**config.mk**
```make
export PLATFORM = sky130hd
export DESIGN_NAME = serial_gap_tx
export DESIGN_NICKNAME = d
export VERILOG_FILES = /design/src/rtl/sgt_pkg.sv /design/src/rtl/sgt_baud_tick.sv /design/src/rtl/sgt_stop_cfg.sv /design/src/rtl/sgt_frame_engine.sv /design/src/rtl/serial_gap_tx.sv
export SDC_FILE = /design/constraint.sdc
export NUM_CORES = 1
export LEC_CHECK = 0
export BUFFER_PORTS_ARGS = -buffer_cell sky130_fd_sc_hd__buf_2
export CORE_ASPECT_RATIO = 0.75
export CORE_MARGIN = 1.5
export CORE_UTILIZATION = 53
export CTS_CLUSTER_SIZE = 16
export DETAILED_ROUTE_END_ITERATION = 10
export PLACE_DENSITY_LB_ADDON = 0.3
export SYNTH_ARGS = -nofsm -noshare
export SYNTH_HDL_FRONTEND = slang
export SYNTH_HIERARCHICAL = 1
export SYNTH_SLANG_ARGS = --single-unit
```
**constraint.sdc**
```tcl
create_clock -name clk -period 2.8 [get_ports clk]
set_input_delay 0.42 -clock clk [delete_from_list [all_inputs] [get_ports clk]]
set_output_delay 0.42 -clock clk [all_outputs]
set_load 0.02 [all_outputs]
```
**src/rtl/sgt_pkg.sv**
```systemverilog
package sgt_pkg;
  typedef enum logic [1:0] {PH_IDLE, PH_START, PH_DATA, PH_STOP} sgt_phase_e;
  localparam int unsigned SGT_GAP_RESET  = 11;
  localparam int unsigned SGT_GAP_FLOOR  = 10;
  localparam int unsigned SGT_GAP_OFFSET = 9;
endpackage

```
**src/rtl/sgt_baud_tick.sv**
```systemverilog
module sgt_baud_tick #(
  parameter int RATE_W = 16
) (
  input  logic              clk,
  input  logic              rst_n,
  input  logic [RATE_W-1:0] rate,
  output logic              tick
);
  logic [RATE_W-1:0] cnt_q;

  assign tick = (cnt_q >= rate);

  always_ff @(posedge clk or negedge rst_n) begin
    if (!rst_n)    cnt_q <= '0;
    else if (tick) cnt_q <= '0;
    else           cnt_q <= cnt_q + 1'b1;
  end

  AST_TICK_SPACED: assert property (@(posedge clk) disable iff (!rst_n)
    (tick && rate != '0) |=> (!tick || rate == '0));
endmodule

```
**src/rtl/sgt_stop_cfg.sv**
```systemverilog
module sgt_stop_cfg #(
  parameter int GAP_W = 8
) (
  input  logic             clk,
  input  logic             rst_n,
  input  logic             gap_we,
  input  logic [GAP_W-1:0] gap_wdata,
  input  logic             blk_mode,
  input  logic             two_stop,
  output logic [GAP_W-1:0] stop_len
);
  import sgt_pkg::*;
  localparam logic [GAP_W-1:0] GAP_RST = GAP_W'(SGT_GAP_RESET);
  localparam logic [GAP_W-1:0] GAP_FLR = GAP_W'(SGT_GAP_FLOOR);
  localparam logic [GAP_W-1:0] GAP_OFS = GAP_W'(SGT_GAP_OFFSET);

  logic [GAP_W-1:0] gap_q;

  always_ff @(posedge clk or negedge rst_n) begin
    if (!rst_n)      gap_q <= GAP_RST;
    else if (gap_we) gap_q <= gap_wdata;
  end

  always_comb begin
    if (blk_mode) begin
      if (gap_q < GAP_FLR) stop_len = GAP_FLR - GAP_OFS;
      else                 stop_len = gap_q - GAP_OFS;
    end else begin
      stop_len = two_stop ? GAP_W'(2) : GAP_W'(1);
    end
  end

  AST_STOP_NONZERO: assert property (@(posedge clk) disable iff (!rst_n)
    stop_len != '0);
endmodule

```
**src/rtl/sgt_frame_engine.sv**
```systemverilog
module sgt_frame_engine #(
  parameter int DATA_W = 8,
  parameter int GAP_W  = 8
) (
  input  logic              clk,
  input  logic              rst_n,
  input  logic              tick,
  input  logic              hold_full,
  input  logic [DATA_W-1:0] hold_data,
  input  logic [GAP_W-1:0]  stop_len,
  output logic              take,
  output logic              last_bit,
  output logic              txd
);
  import sgt_pkg::*;
  localparam int IDX_W = (DATA_W > 2) ? $clog2(DATA_W) : 1;
  localparam logic [IDX_W-1:0] IDX_LAST = IDX_W'(DATA_W - 1);
  localparam logic [IDX_W-1:0] IDX_PREV = IDX_W'(DATA_W - 2);

  sgt_phase_e        ph_q;
  logic [DATA_W-1:0] sh_q;
  logic [IDX_W-1:0]  idx_q;
  logic [GAP_W-1:0]  scnt_q;
  logic [GAP_W-1:0]  slen_q;
  logic              stop_end;

  assign stop_end = (ph_q == PH_STOP) && (scnt_q == slen_q);
  assign take     = tick && hold_full && ((ph_q == PH_IDLE) || stop_end);
  assign last_bit = tick && (ph_q == PH_DATA) && (idx_q == IDX_PREV);

  always_ff @(posedge clk or negedge rst_n) begin
    if (!rst_n) begin
      ph_q   <= PH_IDLE;
      sh_q   <= '0;
      idx_q  <= '0;
      scnt_q <= '0;
      slen_q <= '0;
    end else if (tick) begin
      if (take) begin
        ph_q   <= PH_START;
        sh_q   <= hold_data;
        slen_q <= stop_len;
      end else begin
        case (ph_q)
          PH_START: begin
            ph_q  <= PH_DATA;
            idx_q <= '0;
          end
          PH_DATA: begin
            if (idx_q == IDX_LAST) begin
              ph_q   <= PH_STOP;
              scnt_q <= GAP_W'(1);
            end else begin
              idx_q <= idx_q + 1'b1;
            end
          end
          PH_STOP: begin
            if (stop_end) ph_q <= PH_IDLE;
            else          scnt_q <= scnt_q + 1'b1;
          end
          default: ;
        endcase
      end
    end
  end

  always_comb begin
    case (ph_q)
      PH_START: txd = 1'b0;
      PH_DATA:  txd = sh_q[idx_q];
      default:  txd = 1'b1;
    endcase
  end

  AST_LINE_ON_TICK: assert property (@(posedge clk) disable iff (!rst_n)
    !tick |=> $stable(txd));
  AST_TAKE_STARTS_LOW: assert property (@(posedge clk) disable iff (!rst_n)
    take |=> !txd);
endmodule

```
**src/rtl/serial_gap_tx.sv**
```systemverilog
module serial_gap_tx #(
  parameter int DATA_W = 8,
  parameter int RATE_W = 16,
  parameter int GAP_W  = 8
) (
  input  logic              clk,
  input  logic              rst_n,
  input  logic              blk_mode,
  input  logic              two_stop,
  input  logic [RATE_W-1:0] rate,
  input  logic              gap_we,
  input  logic [GAP_W-1:0]  gap_wdata,
  input  logic              wr_en,
  input  logic [DATA_W-1:0] wr_data,
  input  logic              s_valid,
  input  logic [DATA_W-1:0] s_data,
  output logic              s_ready,
  output logic              tx_rdy,
  output logic              overrun,
  output logic              txd
);
  logic              tick, take, last_bit;
  logic              rdy_q, hold_full_q, ovr_q;
  logic [DATA_W-1:0] hold_q;
  logic [GAP_W-1:0]  stop_len;
  logic              wr_ok, s_ok, accept, wr_refused;

  assign wr_ok      = !blk_mode && wr_en && rdy_q;
  assign s_ok       = blk_mode && s_valid && rdy_q;
  assign accept     = wr_ok || s_ok;
  assign wr_refused = !blk_mode && wr_en && !rdy_q;

  assign s_ready = blk_mode && rdy_q;
  assign tx_rdy  = rdy_q;
  assign overrun = ovr_q;

  always_ff @(posedge clk or negedge rst_n) begin
    if (!rst_n) begin
      rdy_q       <= 1'b1;
      hold_full_q <= 1'b0;
      hold_q      <= '0;
      ovr_q       <= 1'b0;
    end else begin
      if (accept)        rdy_q <= 1'b0;
      else if (last_bit) rdy_q <= 1'b1;
      if (accept) begin
        hold_full_q <= 1'b1;
        hold_q      <= blk_mode ? s_data : wr_data;
      end else if (take) begin
        hold_full_q <= 1'b0;
      end
      if (wr_refused) ovr_q <= 1'b1;
    end
  end

  sgt_baud_tick #(.RATE_W(RATE_W)) u_tick (
    .clk(clk), .rst_n(rst_n), .rate(rate), .tick(tick)
  );

  sgt_stop_cfg #(.GAP_W(GAP_W)) u_cfg (
    .clk(clk), .rst_n(rst_n), .gap_we(gap_we), .gap_wdata(gap_wdata),
    .blk_mode(blk_mode), .two_stop(two_stop), .stop_len(stop_len)
  );

  sgt_frame_engine #(.DATA_W(DATA_W), .GAP_W(GAP_W)) u_eng (
    .clk(clk), .rst_n(rst_n), .tick(tick), .hold_full(hold_full_q),
    .hold_data(hold_q), .stop_len(stop_len), .take(take),
    .last_bit(last_bit), .txd(txd)
  );

  AST_RDY_FALLS: assert property (@(posedge clk) disable iff (!rst_n)
    accept |=> !tx_rdy);
  AST_NO_OVERFLOW: assert property (@(posedge clk) disable iff (!rst_n)
    accept |-> !hold_full_q);
  AST_OVR_STICKY: assert property (@(posedge clk) disable iff (!rst_n)
    overrun |=> overrun);
  AST_OVR_CAUSE: assert property (@(posedge clk) disable iff (!rst_n)
    $rose(overrun) |-> $past(wr_en && !blk_mode));
endmodule

```
Yosys cells after proc, flatten, opt, wreduce, memory -nomap -nowiden
Cells that the tools add are included.
Widths: inputs -> output; s select.
{"block": "totals", "wordCells": 76, "mem_count": 0, "ramBits": 0, "romBits": 0, "out_inout_bits": 4, "ff_bits": 64, "in_bits": 47, "latchBits": 0}
{"block": "op_classes", "mul": 0, "shift": 0, "bitwise_logic": 1, "addsub": 4, "muxes": 21, "n_eq_ne": 11, "order_cmp": 3, "div": 0, "n_reduce_logical": 25}
{"cell": "$mux 8", "n": 5}
{"cell": "$add 16x1->16 const B", "n": 1}
{"cell": "$ge 16x16->1", "n": 1}
{"cell": "$mux 16", "n": 1}
{"cell": "$pmux 8 s2", "n": 1}
{"cell": "$logic_and 1x1->1", "n": 11}
{"cell": "$add 8x1->8 const B", "n": 1}
{"cell": "$eq 8x8->1", "n": 1}
{"cell": "$lt 8x4->1 const B", "n": 1}
{"cell": "$mux 2", "n": 4}
{"cell": "$reduce_and 4->1", "n": 2}
{"cell": "$reduce_bool 2->1", "n": 4}
{"cell": "$sub 8x4->8 const B", "n": 1}
{"cell": "$eq 3x3->1 const B", "n": 2}
{"cell": "$ne 2x2->1 const B", "n": 3}
{"cell": "$pmux 2 s3", "n": 1}
{"cell": "$pmux 3 s2", "n": 1}
{"cell": "$mux 1", "n": 5}
{"cell": "$reduce_and 5->1", "n": 1}
{"cell": "$eq 2x2->1 const B", "n": 2}
{"cell": "$lt 3x4->1 const B", "n": 1}
{"cell": "$reduce_bool 4->1", "n": 1}
{"cell": "$add 3x1->3 const B", "n": 1}
{"cell": "$bmux 1 s3", "n": 1}
{"cell": "10 further kinds", "n": 12}

Depth between registers and ports, before layout
Gate-level depths: netlist (run 1).
{"block": "logic_depth", "depth_word": 6, "depth_mapped": 12, "depth_no_buf": 11}

Hierarchy
The synthesis (run 1) kept the hierarchy.
{"module": "sgt_frame_engine", "area_each_um2": 1626.6, "n_inst": 1, "seq_area_each_um2": 725.7, "cells_per_inst": 144}
{"module": "sgt_baud_tick", "area_each_um2": 1266.2, "n_inst": 1, "seq_area_each_um2": 400.4, "cells_per_inst": 130}
{"module": "serial_gap_tx", "area_each_um2": 523.0, "n_inst": 1, "seq_area_each_um2": 276.5, "cells_per_inst": 47}
{"module": "sgt_stop_cfg", "area_each_um2": 489.2, "n_inst": 1, "seq_area_each_um2": 203.9, "cells_per_inst": 50}

Least setup slack after synthesis (run 1)
OpenSTA, ideal clock, no wires.
{"block": "synth_timing", "path_type": "input -> register", "startpoint": "in rate[15]", "endpoint": "reg u_eng.scnt_q[3]", "path_slack_ns": -0.188, "required_time_ns": 2.705, "setup_time_ns": 0.095, "arrival_time_ns": 2.892, "path_stages": 11, "path_buffers": 0, "path_cell_list": "inv_1 > ha_1 > nand4_1 > or3_4 > o31ai_4 > or3_1 > a21boi_0 > a21boi_0 > o31ai_1 > or2_2 > o31ai_1"}
{"block": "synth_via", "elab_chain_len": 5}
{"element": "start, declared", "line": "serial_gap_tx.sv:10", "rtl": "input logic [RATE_W-1:0] rate,"}
{"element": "$ge 16x16->1 *", "line": "sgt_baud_tick.sv:11", "rtl": "assign tick = (cnt_q >= rate);"}
{"element": "named net tick", "line": "serial_gap_tx.sv:22", "rtl": "logic tick, take, last_bit;"}
{"element": "$logic_and 1x1->1 (2 in a row)", "line": "sgt_frame_engine.sv:28", "rtl": "assign take = tick && hold_full && ((ph_q == PH_IDLE) || stop_end);"}
{"element": "$not 1->1 (no line)"}
{"element": "$reduce_and 5->1 (no line) *"}
{"element": "end signal, assigned", "line": "sgt_frame_engine.sv:59", "rtl": "else scnt_q <= scnt_q + 1'b1;"}
{"element": "end, declared", "line": "sgt_frame_engine.sv:23", "rtl": "logic [GAP_W-1:0] scnt_q;"}
Mark *: on every way through the listed nets, which the timed path passes. The rest lies on a longest branch.
A chain may end at the register's enable or synchronous reset.

Worst setup path after layout (run 1)
{"block": "layout_timing", "startpoint": "reg u_tick.cnt_q[10]", "endpoint": "reg u_eng.scnt_q[2]"}
{"block": "layout_via", "elab_chain_len": 5}
{"element": "start, declared", "line": "sgt_baud_tick.sv:9", "rtl": "logic [RATE_W-1:0] cnt_q;"}
{"element": "start signal, assigned", "line": "sgt_baud_tick.sv:16", "rtl": "else cnt_q <= cnt_q + 1'b1;"}
{"element": "$ge 16x16->1 *", "line": "sgt_baud_tick.sv:11"}
{"element": "named net tick", "line": "serial_gap_tx.sv:22"}
{"element": "$logic_and 1x1->1 (2 in a row)", "line": "sgt_frame_engine.sv:28"}
{"element": "$not 1->1 (no line)"}
{"element": "$reduce_and 5->1 (no line) *"}
Marked as above.

==> results.yml, run 1 <==
yosys:
  synth_ff_type: "dfrtp_1"
  yosysWarnings: 6
  synthesis.area_um2: 3900
  netlist-cell-type-count: 59
  async_reset_ff_frac: 1.00
  syn_inst: 371
  yosys.area.top_type: "dfrtp_1"
  synth_common_cells: "60 x dfrtp_1, 28 x inv_1, 26 x ha_1"
  ys_seq_area_frac: 0.411
  synth_area_leaders: "dfrtp_1 38%, ha_1 8.3%, mux2_2 6.6%"
  synthMostInstantiatedCell: "dfrtp_1"
  ys_seq_elements: 64
  synth_edf_count: 0
  syn_avg_cell_area_um2: 10.5
  syn-num-nets: 444
  synth_top_area_share: 0.384
route:
  drc_errors: 0
  routed_via_density: 5.60
  num_vias: 3052
  wl_per_cell_um: 15.5
  routed_wl_um: 8450
  ant_nets: 0
  drt_iter0_markers: 137
  drtPass1Iterations: 4
worst_setup_path:
  critPathTopFamily: "compound AO/OA/AOI/OAI gates"
  path_cells: "ha_1 -> nand4_1 -> or3_4 -> o31ai_4 -> or3_4 -> a21boi_4 -> a21boi_4 -> o31ai_4 -> buf_4 -> o21ai_0 -> o21ai_0"
  crit_buf_inv: 1
  arrival_ns: 2.93
  r2r_start: "u_tick/cnt_q[10]"
  start_kind: "register"
  end_kind: "register"
  critPathMaxFanout: 6
  path_class: "reg2reg"
  cpMaxStageDelayCell: "dfrtp_1"
  required_ns: 3.01
  slowest_delay_ns: 0.41
  cp-startpoint: "u_tick/cnt_q[10]"
sta:
  slew_violations: 0
  finalHoldViolCount: 0
  setup_tns_ns: 0
  maxSlewHeadroom: 0.650
  fin_crit_sh: 0.969
  tightestPinTransition_ns: 0.525
  clock.fmax_mhz: 369
  worst_slack_ns: 0.0879
  finClkSkew_ns: 0.0143
  finalCriticalPeriod_ns: 2.71
  setup_viol: 0
global_routing:
  antenna_found_initial: 0
  grt_max_degree: 25
  grt_overflow: 0
  grt_pass1_vias: 3023
  grt_pass1_wl_um: 14000
  grt_util_all_layers: 0.226
pwr:
  swShare: 0.315
  p_int_mw: 1.80
  seqPwrFrac: 0.435
  ir_drop_v: 0.000343
  pwr-share-comb: 0.276
  powerDensity_nw_per_um2: 561
  leakage_nw: 2.14
  p_clk_frac: 0.289
  power_switching_mw: 0.828
floorplan:
  row_count: 26
  die_h_um: 77.3
  start_util: 0.561
  core_um2: 6960
  die-width_um: 102
  io_pins: 51
  design.die.area_um2: 7900
job:
  drv_cap: 0
final_layout:
  diodes: 0
  num-nets-final: 515
  design_area_um2: 4690
  drive_gt1_frac: 0.340
  area_growth_pct: 20.0
clock_network:
  cts_max_level: 3
  clk_pin_slew_worst_paths_ns: 0.08
  cts.sinks: 64
  cts_tree: "done"
  clock_path_buffers: 2
  clkLatencyLatePin_ns: 0.34
  clock-root-buffer: "clkbuf_8"
  numCtsBuffers: 9
  hold_buffers: 0
outcome:
  status: "completed"
place:
  port_buffers: 50
  dpl.hpwl_um: 6100
  placed_area_um2: 4340
  dp_slack_ns: -0.189
  gp_congestion: 0.852
hold_path:
  hp-class: "in2async"
-- cells by family after synthesis --
kind of cell,count (synthesis),synth area share
adders and majority gates,26,0.0833
DFF,64,0.411
AOI/OAI and AO/OA,61,0.106
buffers and inverters,44,0.0545
muxes,38,0.112
and+or+nand+nor,114,0.178
xor gates and xnor gates,24,0.0538
-- layout make-up --
type                            count  area (um2)
Fill cell                         556        2270
Multi-Input combinational cell    263        2210
Sequential cell                    64        1610
Timing Repair Buffer               76         458
Clock buffer                       10         128
Tap cell                           98         123
Inverter                           28         105
Clock inverter                      6        61.3
-- power groups by stage --
| stage | logic (mW) | registers, mW | clock network, mW |
|---|---|---|---|
| CTS | 0.664 | 1.14 | 0.779 |
| floorplan | 0.433 | 1.14 | 0 |
| detailed placement | 0.638 | 1.16 | 0 |
| finish | 0.726 | 1.14 | 0.762 |
| global route | 0.815 | 1.16 | 0.811 |
| global placement | 0.612 | 1.16 | 0 |
-- metal layers --
| metal | up-vias | track usage | wire [um] | part of all wire |
|---|---|---|---|---|
| met2 | 93 | 0.347 | 3830 | 0.45 |
| li1 | 1490 | - | - | - |
| met4 | 0 | 0.0589 | 65 | 0.0077 |
| met1 | 1461 | 0.325 | 4150 | 0.49 |
| met3 | 8 | 0.0505 | 407 | 0.048 |
| met5 | - | 0 | 0 | 0 |
-- worst register-to-register path, cell delays in order (launching register included) --
cell and delay [ns]:
dfrtp_1 0.41, ha_1 0.31, nand4_1 0.17, or3_4 0.39
o31ai_4 0.19, or3_4 0.19, a21boi_4 0.18, a21boi_4 0.21
o31ai_4 0.11, buf_4 0.17, o21ai_0 0.16, o21ai_0 0.10
-- stage by stage --
step | util | total power, mW | hold slack (ns) | cells
after detailed placement | 0.624 | 1.80 | 0.423 | 522
after global routing | 0.673 | 2.79 | 0.0733 | 545
after floorplan | - | 1.58 | 0.124 | 371
after CTS | 0.653 | 2.59 | 0.0513 | 538
after global placement | 0.624 | 1.77 | 0.421 | 522
final | 0.673 | 2.63 | 0.0517 | 545
-- registers in the layout (all words and copies together) (netlist names) --
register and cells:
u_eng/sh_q 8, u_eng/scnt_q 8, u_eng/slen_q 8, u_tick/cnt_q 16, hold_full_q 1, u_cfg/gap_q 8, overrun 1, u_eng/idx_q 3
u_eng/ph_q 2, hold_q 8, tx_rdy 1
-- cell usage in the layout (no fill, tap or decap), types with 3 or more instances in the layout --
cell type,count
a31oi_1,9
o21a_1,3
buf_4,25
a21oi_1,16
nor3_1,8
o21ai_1,3
inv_1,28
ha_4,3
nor2b_1,3
nor4_1,9
dfrtp_1,60
dfstp_2,4
clkbuf_8,9
xnor2_1,23
mux2i_1,12
nand4_1,11
mux2_2,23
o21ai_0,9
nor4_2,12
nand2_1,21
ha_1,23
clkinv_2,3
nor2_1,11
nand2b_1,6
nand3_1,16
buf_2,50
-- path summary, 6_finish.rpt --
kind | to | slack, ns | cells past startpoint
max in group asynchronous | tx_rdy | 1.98 | 2
min reg2reg | overrun | 0.46 | 1
max | u_eng/scnt_q[2] | 0.09 | 11
max reg2reg | u_eng/scnt_q[2] | 0.09 | 11
min in group clk | overrun | 0.29 | 2
min | u_cfg/gap_q[7] | 0.05 | 1
-- repair_timing --
| item | in CTS | in global routing |
|---|---|---|
| setup buffers | 0 | 7 |
| pin swaps | 1 | 6 |
| resized for setup | 2 | 12 |
| endpoints found under the setup margin | 3 | 7 |
(Power assumes the default switching activity.)
==> inputs of run 2 (changes only) <==
--- a/config.mk
+++ b/config.mk
@@ -5,12 +5,12 @@
 export SDC_FILE = /design/constraint.sdc
 export NUM_CORES = 1
 export LEC_CHECK = 0
-export BUFFER_PORTS_ARGS = -buffer_cell sky130_fd_sc_hd__buf_2
 export CORE_ASPECT_RATIO = 0.75
 export CORE_MARGIN = 1.5
-export CORE_UTILIZATION = 53
+export CORE_UTILIZATION = 58
 export CTS_CLUSTER_SIZE = 16
 export DETAILED_ROUTE_END_ITERATION = 10
+export DONT_BUFFER_PORTS = 1
 export PLACE_DENSITY_LB_ADDON = 0.3
 export SYNTH_ARGS = -nofsm -noshare
 export SYNTH_HDL_FRONTEND = slang
==> run 2 against run 1 <==
Clock skew decreased by 0.0036 ns. Clock power increased by 12%. Via count decreased by 6.1%. Total power increased by 1.3%. Count of clock-buffer cells in the layout unchanged. Fmax increased by 0.47%. Sequential share of layout area increased by 2.5 points. Non-clock buffer count decreased by 55. Largest power group unchanged.
==> results.yml, run 2 (synthesized netlist as in run 1, its figures left out) <==
sta:
  worst_slack_ns: 0.100
  maxSlewHeadroom: 0.644
  fin_crit_sh: 0.964
  tightestPinTransition_ns: 0.519
  worst_hold_slack_ns: 0.124
  finalHoldViolCount: 0
  finClkSkew_ns: 0.0107
  finalCriticalPeriod_ns: 2.70
  slew_violations: 0
  setup_viol: 0
  clock.fmax_mhz: 370
place:
  gp_congestion: 0.797
  dp_slack_ns: -0.0365
  dpl.hpwl_um: 5390
  placed_area_um2: 4020
  port_buffers: 0
final_layout:
  largest-register: "u_tick/cnt_q"
  final_common_cell: "dfrtp_1"
  largest_reg_flops: 16
  regArea_um2: 1610
  num-fill-cells: 489
  design_area_um2: 4370
  diodes: 0
  area_growth_pct: 11.9
  drive_gt1_frac: 0.240
  multi_input_area_um2: 2170
  layout_common_cells: "60 x dfrtp_1, 28 x inv_1, 24 x ha_1"
  num-nets-final: 460
clock_network:
  cts.sinks: 64
  numCtsBuffers: 9
  cts_max_level: 3
  clock_path_buffers: 2
  clkLatencyLatePin_ns: 0.35
  clk_pin_slew_worst_paths_ns: 0.08
  cts_tree: "done"
  clock-root-buffer: "clkbuf_8"
route:
  routed_via_density: 6.06
  num_vias: 2866
  wl_met3_um: 527
  drt_iter0_markers: 143
  highest_layer: "met4"
  drtPass1Iterations: 5
  routed_wl_um: 7940
  ant_nets: 0
  dr_wl_met2_um: 3540
  wl_met1_um: 3800
  wl_per_cell_um: 16.8
  drc_errors: 0
worst_setup_path:
  arrival_ns: 2.99
  slowest_delay_ns: 0.42
  rrSetupSlack_ns: 0.10
  required_ns: 3.09
  end_kind: "register"
  r2r_cells: 10
  path_cells: "ha_1 -> nand4_1 -> or3_4 -> o31ai_4 -> or3_4 -> a21boi_2 -> a21boi_4 -> o31ai_4 -> or4_1 -> nand3_1"
  reg2reg_to: "u_eng/scnt_q[7]"
  start_kind: "register"
  cpMaxStageDelayCell: "dfrtp_1"
  path_class: "reg2reg"
  crit_buf_inv: 0
  r2r_start: "u_tick/cnt_q[10]"
  crit_cells: 10
  critPathMaxFanout: 8
  critPathTopFamily: "simple AND/OR/NAND/NOR gates"
pwr:
  fin_total_pwr_mw: 2.66
  powerDensity_nw_per_um2: 610
  ir_drop_v: 0.000347
  leakage_nw: 1.93
floorplan:
  design.die.area_um2: 7240
  io_pins: 51
  die-width_um: 97.7
  row_count: 25
  die_h_um: 74.1
  core_um2: 6410
  start_util: 0.609
global_routing:
  grt_overflow: 0
  grt_pass1_vias: 2610
  grt_max_degree: 65
  antenna_found_initial: 0
  grt_pass1_wl_um: 13000
  grt_util_all_layers: 0.233
outcome:
  status: "completed"
hold_path:
  hp-start: "gap_we"
  holdPathStages: 1
  hp-class: "in2reg"
  whs_endpoint: "u_cfg/gap_q[1]"
job:
  drv_cap: 0
[run 2: cell type report]
type	count	share of cell area
tap	81	0.0232
inverter	28	0.0240
multi-input combinational	263	0.496
clock buffer	10	0.0315
clock inverter	6	0.0166
timing repair buffer	21	0.0412
sequential	64	0.368
[run 2: where the power goes]
part | leakage, nW | internal [mW] | switching [mW]
Sequential | 0.805 | 1.03 | 0.120
Clock | 0.104 | 0.448 | 0.403
Combinational | 1.02 | 0.329 | 0.338
[run 2: how the worst max path moves through the flow]
stage | start | end | slack, ns
6_report | u_tick/cnt_q[10] | u_eng/scnt_q[7] | 0.10
2_1_floorplan | rate[15] | u_eng/scnt_q[3] | 0.03
3_3_place_gp | rate[0] | u_eng/scnt_q[3] | -0.005
3_5_place_dp | rate[0] | u_eng/scnt_q[3] | -0.04
4_1_cts | u_tick/cnt_q[11] | u_eng/scnt_q[3] | 0.02
5_1_grt | u_tick/cnt_q[10] | u_eng/scnt_q[7] | -0.03
[run 2: timing repair]
item | CTS | global route
hold buffers | 2 | 0
endpoints found under the hold margin | 64 | 0
pin swaps | 0 | 6
setup endpoints to repair | 1 | 9
resized for setup | 1 | 6
setup buffers | 0 | 5
[run 2: through the flow]
stage / utilization / std cells / setup TNS [ns]
2_1_floorplan: - / 371 / 0
3_3_place_gp: 0.627 / 450 / -0.00525
3_5_place_dp: 0.627 / 450 / -0.127
4_1_cts: 0.668 / 468 / 0
5_1_grt: 0.682 / 473 / -0.0354
6_report: 0.682 / 473 / 0
[run 2: per-layer routing]
layer	global-route usage	up-vias
met5	0	-
met4	0.0524	0
met3	0.0789	10
met2	0.342	110
met1	0.337	1368
li1	-	1378
